### src/rtl/supv_cfg_pkg.sv
package supv_cfg_pkg;

  localparam logic [6:0] DEV_ADDR = 7'b1010010;
  localparam logic [7:0] REG_SEL  = 8'hFF;
  localparam logic [1:0] LOCK_DEF = 2'b00;
  localparam logic [1:0] DSEL_DEF = 2'b01;
  localparam int unsigned FLD_W   = 6;  // bits of the data byte that carry fields

  typedef enum logic [2:0] {
    S_IDLE, S_DEV, S_REG, S_DAT, S_IGN
  } rx_st_t;

  // nominal power-on delay in milliseconds per select code
  function automatic int unsigned dly_ms(input logic [1:0] sel);
    case (sel)
      2'd0:    return 50;
      2'd1:    return 100;
      2'd2:    return 200;
      default: return 300;
    endcase
  endfunction

  function automatic int unsigned dly_cycles(input logic [1:0] sel, input int unsigned cpm);
    return dly_ms(sel) * cpm;
  endfunction

endpackage

### src/rtl/cfg_line_sync.sv
module cfg_line_sync (
  input  logic clk,
  input  logic rst_n,
  input  logic scl_i,
  input  logic sda_i,
  output logic sda_s,
  output logic start_ev,
  output logic stop_ev,
  output logic rise_ev,
  output logic fall_ev
);
  logic scl_m, scl_s, scl_p;
  logic sda_m, sda_p;

  always_ff @(posedge clk or negedge rst_n) begin
    if (!rst_n) begin
      scl_m <= 1'b1; scl_s <= 1'b1; scl_p <= 1'b1;
      sda_m <= 1'b1; sda_s <= 1'b1; sda_p <= 1'b1;
    end else begin
      scl_m <= scl_i; scl_s <= scl_m; scl_p <= scl_s;
      sda_m <= sda_i; sda_s <= sda_m; sda_p <= sda_s;
    end
  end

  assign start_ev = scl_s & scl_p & sda_p & ~sda_s;
  assign stop_ev  = scl_s & scl_p & ~sda_p & sda_s;
  assign rise_ev  = scl_s & ~scl_p;
  assign fall_ev  = ~scl_s & scl_p;
endmodule

### src/rtl/cfg_byte_rx.sv
module cfg_byte_rx
  import supv_cfg_pkg::*;
(
  input  logic             clk,
  input  logic             rst_n,
  input  logic             sda_s,
  input  logic             start_ev,
  input  logic             stop_ev,
  input  logic             rise_ev,
  input  logic             fall_ev,
  input  logic             busy_i,
  output logic             sda_oe_o,
  output logic             dat_stb_o,
  output logic [FLD_W-1:0] dat_o,
  output logic             commit_req_o
);
  rx_st_t     st;
  logic [3:0] cnt;
  logic [7:0] sh;
  logic       ackp, have;
  logic [7:0] nb;
  logic       last_bit;

  assign nb           = {sh[6:0], sda_s};
  assign last_bit     = rise_ev && (st != S_IDLE) && (cnt == 4'd7);
  assign dat_stb_o    = last_bit && (st == S_DAT);
  assign dat_o        = nb[FLD_W-1:0];
  assign commit_req_o = stop_ev && have;

  always_ff @(posedge clk or negedge rst_n) begin
    if (!rst_n) begin
      st <= S_IDLE; cnt <= '0; sh <= '0;
      ackp <= 1'b0; have <= 1'b0; sda_oe_o <= 1'b0;
    end else if (start_ev) begin
      st <= S_DEV; cnt <= '0; ackp <= 1'b0; have <= 1'b0; sda_oe_o <= 1'b0;
    end else if (stop_ev) begin
      st <= S_IDLE; cnt <= '0; ackp <= 1'b0; have <= 1'b0; sda_oe_o <= 1'b0;
    end else if (st != S_IDLE) begin
      if (rise_ev && cnt < 4'd8) begin
        sh  <= nb;
        cnt <= cnt + 4'd1;
        if (cnt == 4'd7) begin
          case (st)
            S_DEV: begin
              ackp <= (nb == {DEV_ADDR, 1'b0}) && !busy_i;
              st   <= ((nb == {DEV_ADDR, 1'b0}) && !busy_i) ? S_REG : S_IGN;
            end
            S_REG: begin
              ackp <= (nb == REG_SEL);
              st   <= (nb == REG_SEL) ? S_DAT : S_IGN;
            end
            S_DAT: begin
              ackp <= 1'b1; have <= 1'b1; st <= S_IGN;
            end
            default: ackp <= 1'b0;
          endcase
        end
      end else if (fall_ev && cnt == 4'd8) begin
        sda_oe_o <= ackp;
        cnt      <= 4'd9;
      end else if (fall_ev && cnt == 4'd9) begin
        sda_oe_o <= 1'b0;
        cnt      <= '0;
        ackp     <= 1'b0;
      end
    end
  end
endmodule

### src/rtl/cfg_field_store.sv
module cfg_field_store
  import supv_cfg_pkg::*;
#(
  parameter int unsigned NMON       = 2,
  parameter int unsigned BUSY_CYC   = 64,
  parameter int unsigned CYC_PER_MS = 1000,
  parameter int unsigned DW         = 32
) (
  input  logic             clk,
  input  logic             rst_n,
  input  logic             nv_blank_n,
  input  logic             wp_i,
  input  logic [NMON-1:0]  fail_i,
  input  logic             dat_stb,
  input  logic [FLD_W-1:0] dat,
  input  logic             commit_req,
  input  logic             wiper_we_i,
  output logic             commit_o,
  output logic             busy_o,
  output logic [1:0]       lock_o,
  output logic [1:0]       dly_sel_o,
  output logic [NMON-1:0]  flag_o,
  output logic             wiper_we_o,
  output logic [DW-1:0]    dly_cyc_o
);
  localparam int unsigned BW = $clog2(BUSY_CYC + 1);

  logic [3:0]      shadow;
  logic [BW-1:0]   bcnt;
  logic [NMON-1:0] set_req;

  assign commit_o   = commit_req && !wp_i;
  assign busy_o     = (bcnt != '0);
  assign wiper_we_o = wiper_we_i && !wp_i && (lock_o == 2'b00);
  assign dly_cyc_o  = DW'(dly_cycles(dly_sel_o, CYC_PER_MS));
  assign set_req    = dat_stb ? dat[4 +: NMON] : '0;

  // persistent cells: only the factory load or a commit changes them
  always_ff @(posedge clk or negedge nv_blank_n) begin
    if (!nv_blank_n) begin
      lock_o    <= LOCK_DEF;
      dly_sel_o <= DSEL_DEF;
    end else if (commit_o) begin
      lock_o    <= shadow[1:0];
      dly_sel_o <= shadow[3:2];
    end
  end

  always_ff @(posedge clk or negedge rst_n) begin
    if (!rst_n) begin
      shadow <= '0;
      bcnt   <= '0;
      flag_o <= '0;
    end else begin
      if (dat_stb) shadow <= dat[3:0];
      if (commit_o)     bcnt <= BW'(BUSY_CYC);
      else if (busy_o)  bcnt <= bcnt - 1'b1;
      flag_o <= fail_i & (flag_o | set_req);
    end
  end
endmodule

### src/rtl/supv_cfg_reg.sv
module supv_cfg_reg
  import supv_cfg_pkg::*;
#(
  parameter int unsigned NMON       = 2,
  parameter int unsigned BUSY_CYC   = 64,
  parameter int unsigned CYC_PER_MS = 1000,
  parameter int unsigned DW         = 32
) (
  input  logic            clk,
  input  logic            rst_n,
  input  logic            nv_blank_n,
  input  logic            scl_i,
  input  logic            sda_i,
  output logic            sda_oe_o,
  input  logic            wp_i,
  input  logic [NMON-1:0] fail_i,
  input  logic            wiper_we_i,
  output logic            wiper_we_o,
  output logic            commit_o,
  output logic            busy_o,
  output logic [1:0]      lock_o,
  output logic [1:0]      dly_sel_o,
  output logic [NMON-1:0] mon_flag_o,
  output logic [DW-1:0]   dly_cyc_o
);
  // named internal events, also watched by the checker
  logic             sda_s, start_ev, stop_ev, scl_rise_ev, scl_fall_ev;
  logic             dat_stb, commit_req;
  logic [FLD_W-1:0] dat;

  cfg_line_sync u_sync (
    .clk(clk), .rst_n(rst_n), .scl_i(scl_i), .sda_i(sda_i),
    .sda_s(sda_s), .start_ev(start_ev), .stop_ev(stop_ev),
    .rise_ev(scl_rise_ev), .fall_ev(scl_fall_ev)
  );

  cfg_byte_rx u_rx (
    .clk(clk), .rst_n(rst_n), .sda_s(sda_s),
    .start_ev(start_ev), .stop_ev(stop_ev),
    .rise_ev(scl_rise_ev), .fall_ev(scl_fall_ev),
    .busy_i(busy_o), .sda_oe_o(sda_oe_o),
    .dat_stb_o(dat_stb), .dat_o(dat), .commit_req_o(commit_req)
  );

  cfg_field_store #(
    .NMON(NMON), .BUSY_CYC(BUSY_CYC), .CYC_PER_MS(CYC_PER_MS), .DW(DW)
  ) u_store (
    .clk(clk), .rst_n(rst_n), .nv_blank_n(nv_blank_n), .wp_i(wp_i),
    .fail_i(fail_i), .dat_stb(dat_stb), .dat(dat), .commit_req(commit_req),
    .wiper_we_i(wiper_we_i), .commit_o(commit_o), .busy_o(busy_o),
    .lock_o(lock_o), .dly_sel_o(dly_sel_o), .flag_o(mon_flag_o),
    .wiper_we_o(wiper_we_o), .dly_cyc_o(dly_cyc_o)
  );
endmodule

### config.mk
export PLATFORM = sky130hd
export DESIGN_NAME = supv_cfg_reg
export DESIGN_NICKNAME = d
export VERILOG_FILES = /design/src/rtl/supv_cfg_pkg.sv /design/src/rtl/cfg_line_sync.sv /design/src/rtl/cfg_byte_rx.sv /design/src/rtl/cfg_field_store.sv /design/src/rtl/supv_cfg_reg.sv
export SDC_FILE = /design/constraint.sdc
export NUM_CORES = 1
export LEC_CHECK = 0
export ABC_AREA = 1
export BUFFER_PORTS_ARGS = -buffer_cell sky130_fd_sc_hd__buf_4
export CAP_MARGIN = 40
export CORE_MARGIN = 3
export CORE_UTILIZATION = 30
export CTS_CLUSTER_SIZE = 30
export DETAILED_ROUTE_END_ITERATION = 8
export SYNTH_ARGS = -nofsm -noshare
export SYNTH_HDL_FRONTEND = slang
export SYNTH_SLANG_ARGS = --single-unit
### constraint.sdc
create_clock -name clk -period 1.22 [get_ports clk]
set_input_delay 0.122 -clock clk [delete_from_list [all_inputs] [get_ports clk]]
set_output_delay 0.122 -clock clk [all_outputs]
set_load 0.01 [all_outputs]
* Word-level counts from Yosys, hierarchy flattened
Index checks and enable logic that the tools add are counted.
Storage, ports and cells: register bits 40, latch bits 0, memory bits (writable) 0, memory bits (read-only) 0, input bits 9, output and inout bits 42, word-level logic and storage cells 118, memories 0
Operators by class: add/subtract/negate cells 2, multipliers 1, div/mod/pow operators 0, $lt $le $gt $ge 1, equal/unequal tests 13, shift operators 0, mux-type cells 37, bitwise logic cells 15, reduce and logical (&&, ||, !) cells 32
Operators by type and width (number):
- one-hot mux 9 bit (3 select lines) | 1
- 2-to-1 mux 4 bit | 6
- 2-to-1 mux 3 bit | 7
- 2-to-1 mux 1 bit | 18
- equality test 8 bit (second input constant) | 2
- multiplier 9 x 7 -> 16 bit (second input constant) | 1
- AND reduction 4 bit | 4
- nonzero test 3 bit | 5
- 2-to-1 mux 7 bit | 2
- logical AND 1 bit | 11
- nonzero test 5 bit | 2
- one-hot mux 3 bit (3 select lines) | 1
- equality test 4 bit (second input constant) | 2
- nonzero test 4 bit | 2
- bitwise AND 1 bit | 7
- nonzero test 7 bit | 1
- subtractor 7 x 1 -> 7 bit (second input constant) | 1
- equality test 3 x 2 -> 1 bit (second input constant) | 2
- inverter 1 bit | 6
- adder 4 x 1 -> 4 bit (second input constant) | 1
- equality test 4 x 3 -> 1 bit (second input constant) | 1
- zero test 2 bit | 2
- < comparator 4 bit (second input constant) | 1
- inequality test 4 x 2 -> 1 bit (second input constant) | 1
- other kinds (13) | 14

* Logic depth before layout (Yosys ltp)
Gate-level depths: netlist of run 1.
depth after elaboration 10, gate-level depth with buffers 9, gate-level depth less buffers 9

* Modules after synthesis
A second synthesis of run 1 with hierarchy kept.
Second synthesis, totals: cells, all modules 340, area, all modules 2723.9 sq um
By module, submodules not included:
- cfg_field_store | instances 1, cells each 161, area an instance 1311.3 sq um, seq. area each 426.7 sq um
- cfg_byte_rx | instances 1, cells each 162, area an instance 1213.7 sq um, seq. area each 425.4 sq um
- cfg_line_sync | instances 1, cells each 17, area an instance 198.9 sq um, seq. area each 157.7 sq um

* Worst setup path before layout of run 1
Ideal clock, no wire load.
kind reg-to-reg, start point reg u_rx.cnt[0], end point reg u_rx.cnt[0], library setup time 0.117 ns, data arrival time 1.201 ns, required time 1.103 ns, setup slack -0.098 ns, stages on the path, launching flop included 10, buffers on the path 0, period minus slack after synthesis 1.318 ns, cell sequence dfrtp_1 -> inv_1 -> ha_1 -> nand3_1 -> nor2_1 -> nor2_2 -> nand2_4 -> nand2_2 -> nand2_1 -> nand2_1
Between the ends: cells in the longest elaborated chain, start to end 7, elaborated cells on any way between the ends 14, those cells by class add/sub: 1; order compare: 1; eq/ne: 2; mux: 5; reduce/logical: 5
Ends and longest elaborated chain:
- from (decl) | RTL line cfg_byte_rx.sv:18 | logic [3:0] cnt;
- from (signal assigned) | RTL line cfg_byte_rx.sv:41 | cnt <= cnt + 4'd1;
- branches (longest 7 deep; another with < comparator 4 bit)
Parallel ways; which one is timed is not known. The select of a mux whose other input is x is not followed. A chain may end at the register's enable or synchronous reset.

* Worst setup path in the final report of run 1
start point reg u_store.dly_sel_o[0], end point out dly_cyc_o[7]
Between the ends: cells in the longest elaborated chain, start to end 3, elaborated cells on any way between the ends 5, those cells by class mul: 1; eq/ne: 2; mux: 1; reduce/logical: 1
Ends and longest elaborated chain:
- from (decl) | RTL line cfg_field_store.sv:21 | output logic [1:0] dly_sel_o,
- from (signal assigned) | RTL line cfg_field_store.sv:45 | dly_sel_o <= shadow[3:2];
- equality test 2 bit (tied with other cells) | RTL line supv_cfg_pkg.sv:15 | case (sel)
- one-hot mux 9 bit (3 select lines) (*) | RTL line supv_cfg_pkg.sv:15
- multiplier 9 x 7 -> 16 bit (*) | RTL line supv_cfg_pkg.sv:24 | return dly_ms(sel) * cpm;
- to (decl) | RTL line supv_cfg_reg.sv:24 | output logic [DW-1:0] dly_cyc_o
Mark *: on every way between the ends. The rest lies on a longest branch, timed or not.

==> impl_metrics.py, run 1 <==
metrics = {
    "cells_and_area": {
        "final_cells": 474,
        "layout.nets": 395,
        "drive_gt1_frac": 0.485,
        "area_delta_synth_final_pct": 58.8,
        "antenna_cells": 0,
        "final_util": 0.497,
        "fillCellCount": 684,
    },
    "worst_setup_path": {
        "ff2ff_setup_slack_ns": -0.24,
        "r2r-end": "u_rx.st[0]",
        "path_depth": 4,
        "critPathKind": "flop to primary output",
        "slowest_delay_ns": 0.59,
        "crit_path_end_kind": "primary output",
        "cp_max_fo": 4,
        "reg2reg_from": "u_sync.sda_p",
        "path_buf_inv": 1,
        "start_kind": "flop",
        "worstPathArrival_ns": 1.44,
        "crit_chain": "ha_2 > nor2_2 > xor2_2 > buf_4",
        "cpLargestDelayFamily": "flip-flops",
        "slowest_stage": "dfstp_2",
        "worstRegToRegCells": 8,
        "crit_required_ns": 1.10,
    },
    "placement": {
        "port_buffers": 32,
        "gp_congestion": 0.786,
        "dp_hpwl_um": 3420,
        "placed_cells": 440,
    },
    "sta": {
        "period_needed_ns": 1.56,
        "setup-tns-final_ns": -6.72,
        "rsz0062_at_grt": "yes",
        "period_share": 1.28,
        "setup_viol": 42,
        "fin_ws_ns": -0.337,
        "clock.fmax_mhz": 642,
        "drv_slew": 0,
        "skew_ns": 0.00763,
        "hold-worst-slack_ns": 0.0268,
        "hold_viol": 0,
    },
    "yosys": {
        "yosysMostFrequentCell": "nand2_1",
        "synth_area_leaders": "dfrtp_1 36%, nand2_1 11%, buf_4 8.1%",
        "ys_seq_area_frac": 0.437,
        "synth_cell_types": 27,
        "synth_top_area_frac": 0.358,
        "synth_common_cells": "65 x nand2_1, 33 x dfrtp_1, 31 x nor2_1, 30 x inv_1, 25 x buf_4",
        "syn_inst": 284,
        "synthArstFlopShare": 1.00,
        "ys_seq_elements": 40,
        "yosysWarningCount": 0,
        "yosysTopAreaCell": "dfrtp_1",
        "ys.flop_type": "dfrtp_1",
        "syn_avg_cell_area_um2": 8.13,
        "synth_edf_count": 0,
        "synth.cell_area_um2": 2310,
    },
    "cts": {
        "ctsHtreeMaxLevel": 2,
        "clk_latency_ns": 0.30,
        "clk_pin_slew_ns": 0.08,
        "cts.path.max_buffers": 2,
        "cts.sinks": 40,
        "numCtsBuffers": 5,
        "clockRootBuffer": "clkbuf_8",
        "cts_tree": "done",
    },
    "die": {
        "dieHeight_um": 93.7,
        "dieArea_um2": 8780,
        "io_pins": 51,
        "num_rows": 31,
        "die_w_um": 93.7,
        "core-area_um2": 7370,
        "initial_utilization": 0.313,
    },
    "grt": {
        "overflow": 0,
        "antenna_found_initial": 0,
        "grt_pass1_vias": 1953,
        "grt_max_degree": 37,
        "grt_pass1_wl_um": 9000,
        "grtUsageTotal": 0.129,
    },
    "status": {
        "status": "finished, violations left",
        "violations": "negative setup slack",
    },
    "route": {
        "wl_per_cell_um": 11.9,
        "first_iter_violations": 92,
        "via_per_inst": 4.38,
        "vias": 2074,
        "drc": 0,
        "firstDrtPassIters": 4,
        "ant_nets": 0,
        "wl_um": 5660,
    },
    "power": {
        "p_per_area_nw_per_um2": 1150,
        "ir_drop_uv": 625,
        "power.total_mw": 4.21,
        "leakage_nw": 1.71,
    },
    "worst_hold_path": {
        "hold_depth": 2,
        "hold_class": "input port to flop",
        "holdCritStartpoint": "fail_i[1]",
        "whs_endpoint": "u_store.flag_o[1]",
    },
    "run": {
        "maxCapViolations": 0,
    },
}
-- repair_timing --
item | 4_1_cts | 5_1_grt
resized for setup | 66 | 34
hold buffers | 4 | 0
gates cloned | 1 | 1
endpoints found under the setup margin | 52 | 52
pin swaps | 12 | 22
setup buffers | 17 | 9
endpoints found under the hold margin | 36 | 0
-- per-layer routing --
layer	track usage	vias up	part of all wire
met3	0.0345	9	0.055
met5	0	-	0
met4	0.0301	0	0.015
li1	-	1031	-
met2	0.228	61	0.50
met1	0.157	973	0.43
-- state kept, by name, summed over array words and instances (netlist names), 2 cells and up --
name / flops
u_rx.st: 3
u_store.shadow: 4
u_store.bcnt: 7
u_store.dly_sel_o: 2
u_store.lock_o: 2
u_rx.sh: 7
u_rx.cnt: 4
u_store.flag_o: 2
-- worst register-to-register path, delay by kind of cell (launching register included) --
family | cells | cell delay (ns)
DFF | 1 | 0.56
and+or+nand+nor | 5 | 0.43
buffers and inverters | 3 | 0.35
-- through the flow --
step	setup slack (ns)	area [um2]
finish	-0.337	3660
global route	-0.398	3660
CTS	-0.354	3490
detailed placement	-0.194	2870
global placement	-0.170	2870
floorplan	-0.0417	2450
-- area by class of cell --
type,instances,area (um2),share of cell area
timing repair buffer,90,806,0.220
inverter,37,156,0.0427
tap,99,124,0.0338
clock inverter,3,90.1,0.0246
multi-input combinational,200,1410,0.385
clock buffer,5,68.8,0.0188
sequential,40,1010,0.276
-- cell usage in the layout, fill, tap and decap left out, types with 4 or more instances in the layout --
cell type      synthesis  final
dfstp_2                7      7
nand3_1               16     12
ha_4                   0      7
buf_6                  1     20
dlygate4sd3_1          0      4
nor2_1                31     24
nand3_4                0      5
dfrtp_1               33     33
inv_4                  0      4
nand2_1               65     53
nand2_8                0      4
nand2_4                2      6
inv_1                 30     20
inv_2                  7     12
o21ai_2                0      6
o21ai_1               12      9
nand2_2                3      8
conb_1                 1     18
clkbuf_8               0      5
nor2_4                 2      7
nor2_2                 6      8
buf_4                 25     62
-- power breakdown --
part	internal [mW]	leakage, nW	switching (mW)	total (mW)
clock network	1.02	0.0784	0.504	1.53
registers	1.50	0.504	0.165	1.67
logic	0.404	1.13	0.609	1.01
total	2.93	1.71	1.28	4.21
-- cells by family (layout without fill, tap and decap cells) --
group	after synthesis	count (layout)	synth area share
other cells	1	18	0.00162
simple gates	139	141	0.277
buf+inv	63	135	0.146
flops	40	40	0.437
fa+ha+maj	12	12	0.0650
xor+xnor	4	4	0.0152
compound gates	25	25	0.0575
-- how the worst max path moves through the flow --
stage / from / endpoint / slack [ns]
after global routing: u_store.dly_sel_o[0] / dly_cyc_o[7] / -0.40
final: u_store.dly_sel_o[0] / dly_cyc_o[7] / -0.34
after global placement: u_sync.scl_s / u_store.flag_o[1] / -0.17
after detailed placement: u_rx.cnt[0] / u_store.flag_o[1] / -0.19
after floorplan: u_rx.cnt[0] / u_store.flag_o[0] / -0.04
after CTS: u_store.dly_sel_o[0] / dly_cyc_o[7] / -0.35
(Power assumes the default switching activity.)
==> run 2, diff against run 1 <==
SKIP_CTS_REPAIR_TIMING = 1   (was default)
==> impl_metrics.py, run 2 (same netlist as run 1, synthesis figures left out) <==
metrics = {
    "power": {
        "p_per_area_nw_per_um2": 1180,
        "ir_drop_uv": 612,
        "power.total_mw": 4.16,
        "leakage_nw": 1.66,
    },
    "placement": {
        "dp_hpwl_um": 3420,
        "gp_congestion": 0.786,
        "placed_cells": 440,
        "port_buffers": 32,
    },
    "route": {
        "drc": 0,
        "vias": 1997,
        "via_per_inst": 4.25,
        "ant_nets": 0,
        "firstDrtPassIters": 4,
        "wl_um": 5240,
        "first_iter_violations": 81,
        "wl_per_cell_um": 11.1,
    },
    "cells_and_area": {
        "drive_gt1_frac": 0.480,
        "area_delta_synth_final_pct": 52.9,
        "final_cells": 470,
        "layout.nets": 391,
        "antenna_cells": 0,
        "fillCellCount": 700,
        "layout_common_cells": "69 x buf_4, 47 x nand2_1, 33 x dfrtp_1",
        "layout_commonest_cell": "buf_4",
        "reg_top3": "u_rx.sh x7, u_store.bcnt x7",
        "final_util": 0.479,
    },
    "sta": {
        "drv_slew": 0,
        "clock.fmax_mhz": 634,
        "hold-worst-slack_ns": 0.0274,
        "fin_ws_ns": -0.357,
        "setup_viol": 48,
        "period_needed_ns": 1.58,
        "rsz0062_at_grt": "yes",
        "period_share": 1.29,
        "skew_ns": 0.0120,
        "hold_viol": 0,
    },
    "die": {
        "dieHeight_um": 93.7,
        "num_rows": 31,
        "initial_utilization": 0.313,
        "die_w_um": 93.7,
        "core-area_um2": 7370,
        "dieArea_um2": 8780,
        "io_pins": 51,
    },
    "grt": {
        "antenna_found_initial": 0,
        "overflow": 0,
        "grt_pass1_vias": 1752,
        "grt_pass1_wl_um": 7690,
        "grtUsageTotal": 0.109,
        "grt_max_degree": 37,
    },
    "worst_setup_path": {
        "slowest_stage": "dfstp_2",
        "slowest_delay_ns": 0.59,
        "cp_max_fo": 4,
        "crit_chain": "ha_2 > nor2_4 > xor2_2 > buf_4",
        "worstPathArrival_ns": 1.45,
        "critPathKind": "flop to primary output",
        "crit_required_ns": 1.10,
        "crit_path_end_kind": "primary output",
        "start_kind": "flop",
    },
    "run": {
        "maxCapViolations": 0,
    },
    "cts": {
        "ctsHtreeMaxLevel": 2,
        "clk_latency_ns": 0.31,
        "numCtsBuffers": 5,
        "cts.sinks": 40,
        "cts.path.max_buffers": 2,
        "clockRootBuffer": "clkbuf_8",
        "cts_tree": "done",
        "clk_pin_slew_ns": 0.09,
    },
    "status": {
        "violations": "negative setup slack",
        "status": "finished, violations left",
    },
    "worst_hold_path": {
        "hold_class": "input port to flop",
    },
}
## run 2: cell types whose count changed in the layout (fill, tap and decap cells not counted), moves of 3 or more
cell	before	now
nand2_1	53	47
nand2_2	8	16
buf_4	62	69
buf_6	20	13
ha_4	7	4
## run 2: critical path, delay by kind of cell, from the launching register on
kind	cells	cell delay, ns
adder cells (fa/ha/maj)	1	0.21
XOR/XNOR	1	0.16
flip-flops	1	0.59
AND/OR/NAND/NOR	1	0.05
buffers and inverters	1	0.14
## run 2: layout make-up
cell class	instances	area, um2	share of cell area
clock buffers	5	68.8	0.0195
repair buffers	87	724	0.205
multi-input cells	199	1350	0.384
inverters	37	159	0.0450
flip-flops and latches	40	1010	0.286
clock inverters	3	90.1	0.0255
well taps	99	124	0.0351
## run 2: worst paths after layout
| kind | start | to | slack [ns] | depth (start not counted) |
|---|---|---|---|---|
| worst min-delay path | fail_i[1] | u_store.flag_o[1] | 0.03 | 2 |
| worst min register to register | u_sync.sda_m | u_sync.sda_s | 0.35 | 0 |
| worst max register to register | u_sync.sda_s | u_rx.cnt[0] | -0.22 | 10 |
| min in group asynchronous | nv_blank_n | u_store.dly_sel_o[1] | 0.14 | 2 |
| max in group asynchronous | rst_n | u_sync.sda_m | 0.56 | 2 |
| worst max-delay path | u_store.dly_sel_o[0] | dly_cyc_o[7] | -0.36 | 4 |
## run 2: through the flow
stage	TNS [ns]	setup slack, ns	instance area, um2
detailed placement	-3.19	-0.194	2870
finish	-7.40	-0.357	3530
CTS	-8.43	-0.476	3030
global placement	-2.71	-0.170	2870
global route	-10.67	-0.413	3530
floorplan	-0.235	-0.0417	2450
## run 2: report_power, final
group / total, mW / internal (mW) / switching, mW
sequential: 1.66 / 1.50 / 0.159
clock: 1.53 / 1.02 / 0.503
combinational: 0.974 / 0.393 / 0.581
total: 4.16 / 2.92 / 1.24
## run 2: layer usage
| layer | track usage | part of all wire |
|---|---|---|
| met5 | 0 | 0 |
| met1 | 0.139 | 0.45 |
| met4 | 0.0253 | 0.015 |
| met3 | 0.0345 | 0.055 |
| met2 | 0.181 | 0.48 |
==> run 3, diff against run 2 <==
GPL_ROUTABILITY_DRIVEN = 0   (was default)
clock period = 1.83 ns   (was 1.22 ns; I/O delays follow)
==> impl_metrics.py, run 3 (same netlist as run 1, synthesis figures left out) <==
metrics = {
    "placement": {
        "dp_hpwl_um": 3210,
        "port_buffers": 32,
        "placed_cells": 406,
    },
    "die": {
        "io_pins": 51,
        "dieArea_um2": 8780,
        "dieHeight_um": 93.7,
        "initial_utilization": 0.313,
        "die_w_um": 93.7,
        "num_rows": 31,
        "core-area_um2": 7370,
    },
    "sta": {
        "period_needed_ns": 1.69,
        "hold-worst-slack_ns": 0.101,
        "setup_viol": 0,
        "drv_slew": 0,
        "hold_viol": 0,
        "rsz0062_at_grt": "no",
        "clock.fmax_mhz": 593,
        "setup-tns-final_ns": 0,
        "period_share": 0.922,
        "skew_ns": 0.00984,
    },
    "cells_and_area": {
        "final_cells": 420,
        "layout_commonest_cell": "nand2_1",
        "layout_common_cells": "65 x nand2_1, 34 x buf_4, 33 x dfrtp_1",
        "area_delta_synth_final_pct": 17.4,
        "antenna_cells": 0,
        "reg_top3": "u_rx.sh x7, u_store.bcnt x7",
        "layout.nets": 341,
        "drive_gt1_frac": 0.227,
    },
    "cts": {
        "ctsHtreeMaxLevel": 2,
        "cts_tree": "done",
        "clk_pin_slew_ns": 0.08,
        "cts.sinks": 40,
        "cts.path.max_buffers": 2,
        "clk_latency_ns": 0.30,
        "clockRootBuffer": "clkbuf_8",
        "numCtsBuffers": 5,
    },
    "route": {
        "vias": 1790,
        "via_per_inst": 4.26,
        "first_iter_violations": 69,
        "firstDrtPassIters": 4,
        "wl_per_cell_um": 10.2,
        "ant_nets": 0,
        "wl_um": 4270,
        "drc": 0,
    },
    "worst_setup_path": {
        "slowest_delay_ns": 0.58,
        "r2r-end": "u_store.flag_o[1]",
        "cp_max_fo": 5,
        "crit_path_end": "dly_cyc_o[7]",
        "start_kind": "flop",
        "crit_required_ns": 1.65,
        "reg2reg_from": "u_sync.scl_s",
        "worstPathArrival_ns": 1.50,
        "crit_chain": "inv_2 > ha_1 > nand2_1 > xor2_1 > buf_4",
        "slowest_stage": "dfstp_2",
        "ff2ff_setup_slack_ns": 0.26,
        "crit_path_end_kind": "primary output",
        "worstRegToRegCells": 5,
        "critPathLaunch": "u_store.dly_sel_o[0]",
        "critPathKind": "flop to primary output",
    },
    "grt": {
        "grtUsageTotal": 0.109,
        "grt_pass1_vias": 1711,
        "overflow": 0,
        "grt_max_degree": 37,
        "grt_pass1_wl_um": 7640,
        "antenna_found_initial": 0,
    },
    "power": {
        "leakage_nw": 1.34,
        "ir_drop_uv": 523,
        "p_per_area_nw_per_um2": 835,
    },
    "status": {
        "status": "complete, no violations",
    },
    "worst_hold_path": {
        "hold_class": "input port to flop",
    },
    "run": {
        "maxCapViolations": 0,
    },
}
run 3: cell count changes in the layout (fill, tap and decap cells not counted), moves of 5 or more:
| cell | before | now |
|---|---|---|
| inv_1 | 22 | 29 |
| nor2_1 | 25 | 31 |
| nand2_2 | 16 | 3 |
| buf_4 | 69 | 34 |
| nand3_1 | 11 | 16 |
| nor2_4 | 8 | 2 |
| buf_6 | 13 | 0 |
| ha_1 | 5 | 12 |
| nand2_1 | 47 | 65 |
run 3: cell type report:
type	count	area [um2]
inverters	37	141
multi-input cells	198	1030
flip-flops and latches	40	1010
fillers	773	4660
clock inverters	2	35.0
well taps	99	124
repair buffers	38	295
clock buffers	6	72.6
run 3: report_power, final:
group / total (mW) / leakage (nW) / switching (mW) / internal (mW)
registers: 1.11 / 0.504 / 0.109 / 1.00
logic: 0.436 / 0.780 / 0.287 / 0.149
clock network: 0.719 / 0.0552 / 0.314 / 0.405
run 3: worst min-delay path by stage:
stage               start  slack, ns  cells past startpoint           endpoint
4_1_cts        nv_blank_n      -0.35                      1  u_store.lock_o[1]
3_3_place_gp   nv_blank_n      -0.02                      1  u_store.lock_o[1]
6_report        fail_i[0]       0.10                      2  u_store.flag_o[0]
5_1_grt         fail_i[0]        0.1                      2  u_store.flag_o[0]
2_1_floorplan       rst_n      -0.11                      0          u_rx.ackp
3_5_place_dp   nv_blank_n      -0.02                      1  u_store.lock_o[1]
run 3: per-layer routing:
metal  part of all wire  GRT usage  up-vias
met5                  0          0        -
met4              0.020     0.0505        0
met3              0.064     0.0272        9
met2               0.46      0.176       55
met1               0.46      0.136      815
li1                   -          -      911
run 3: critical path, delay by kind of cell (launching register included):
| kind | cells | cell delay (ns) |
|---|---|---|
| flops | 1 | 0.58 |
| fa+ha+maj | 1 | 0.21 |
| buf+inv | 2 | 0.20 |
| xor+xnor | 1 | 0.13 |
| simple gates | 1 | 0.08 |
run 3: through the flow:
stage               worst slack [ns]  instance area, um2  power (mW)  utilization
floorplan                      0.472                2370        1.46            -
global placement               0.300                2540        1.55        0.344
detailed placement             0.266                2540        1.56        0.344
CTS                           0.0378                2650        2.29        0.359
global route                  0.0342                2710        2.44        0.368
finish                         0.143                2710        2.26        0.368
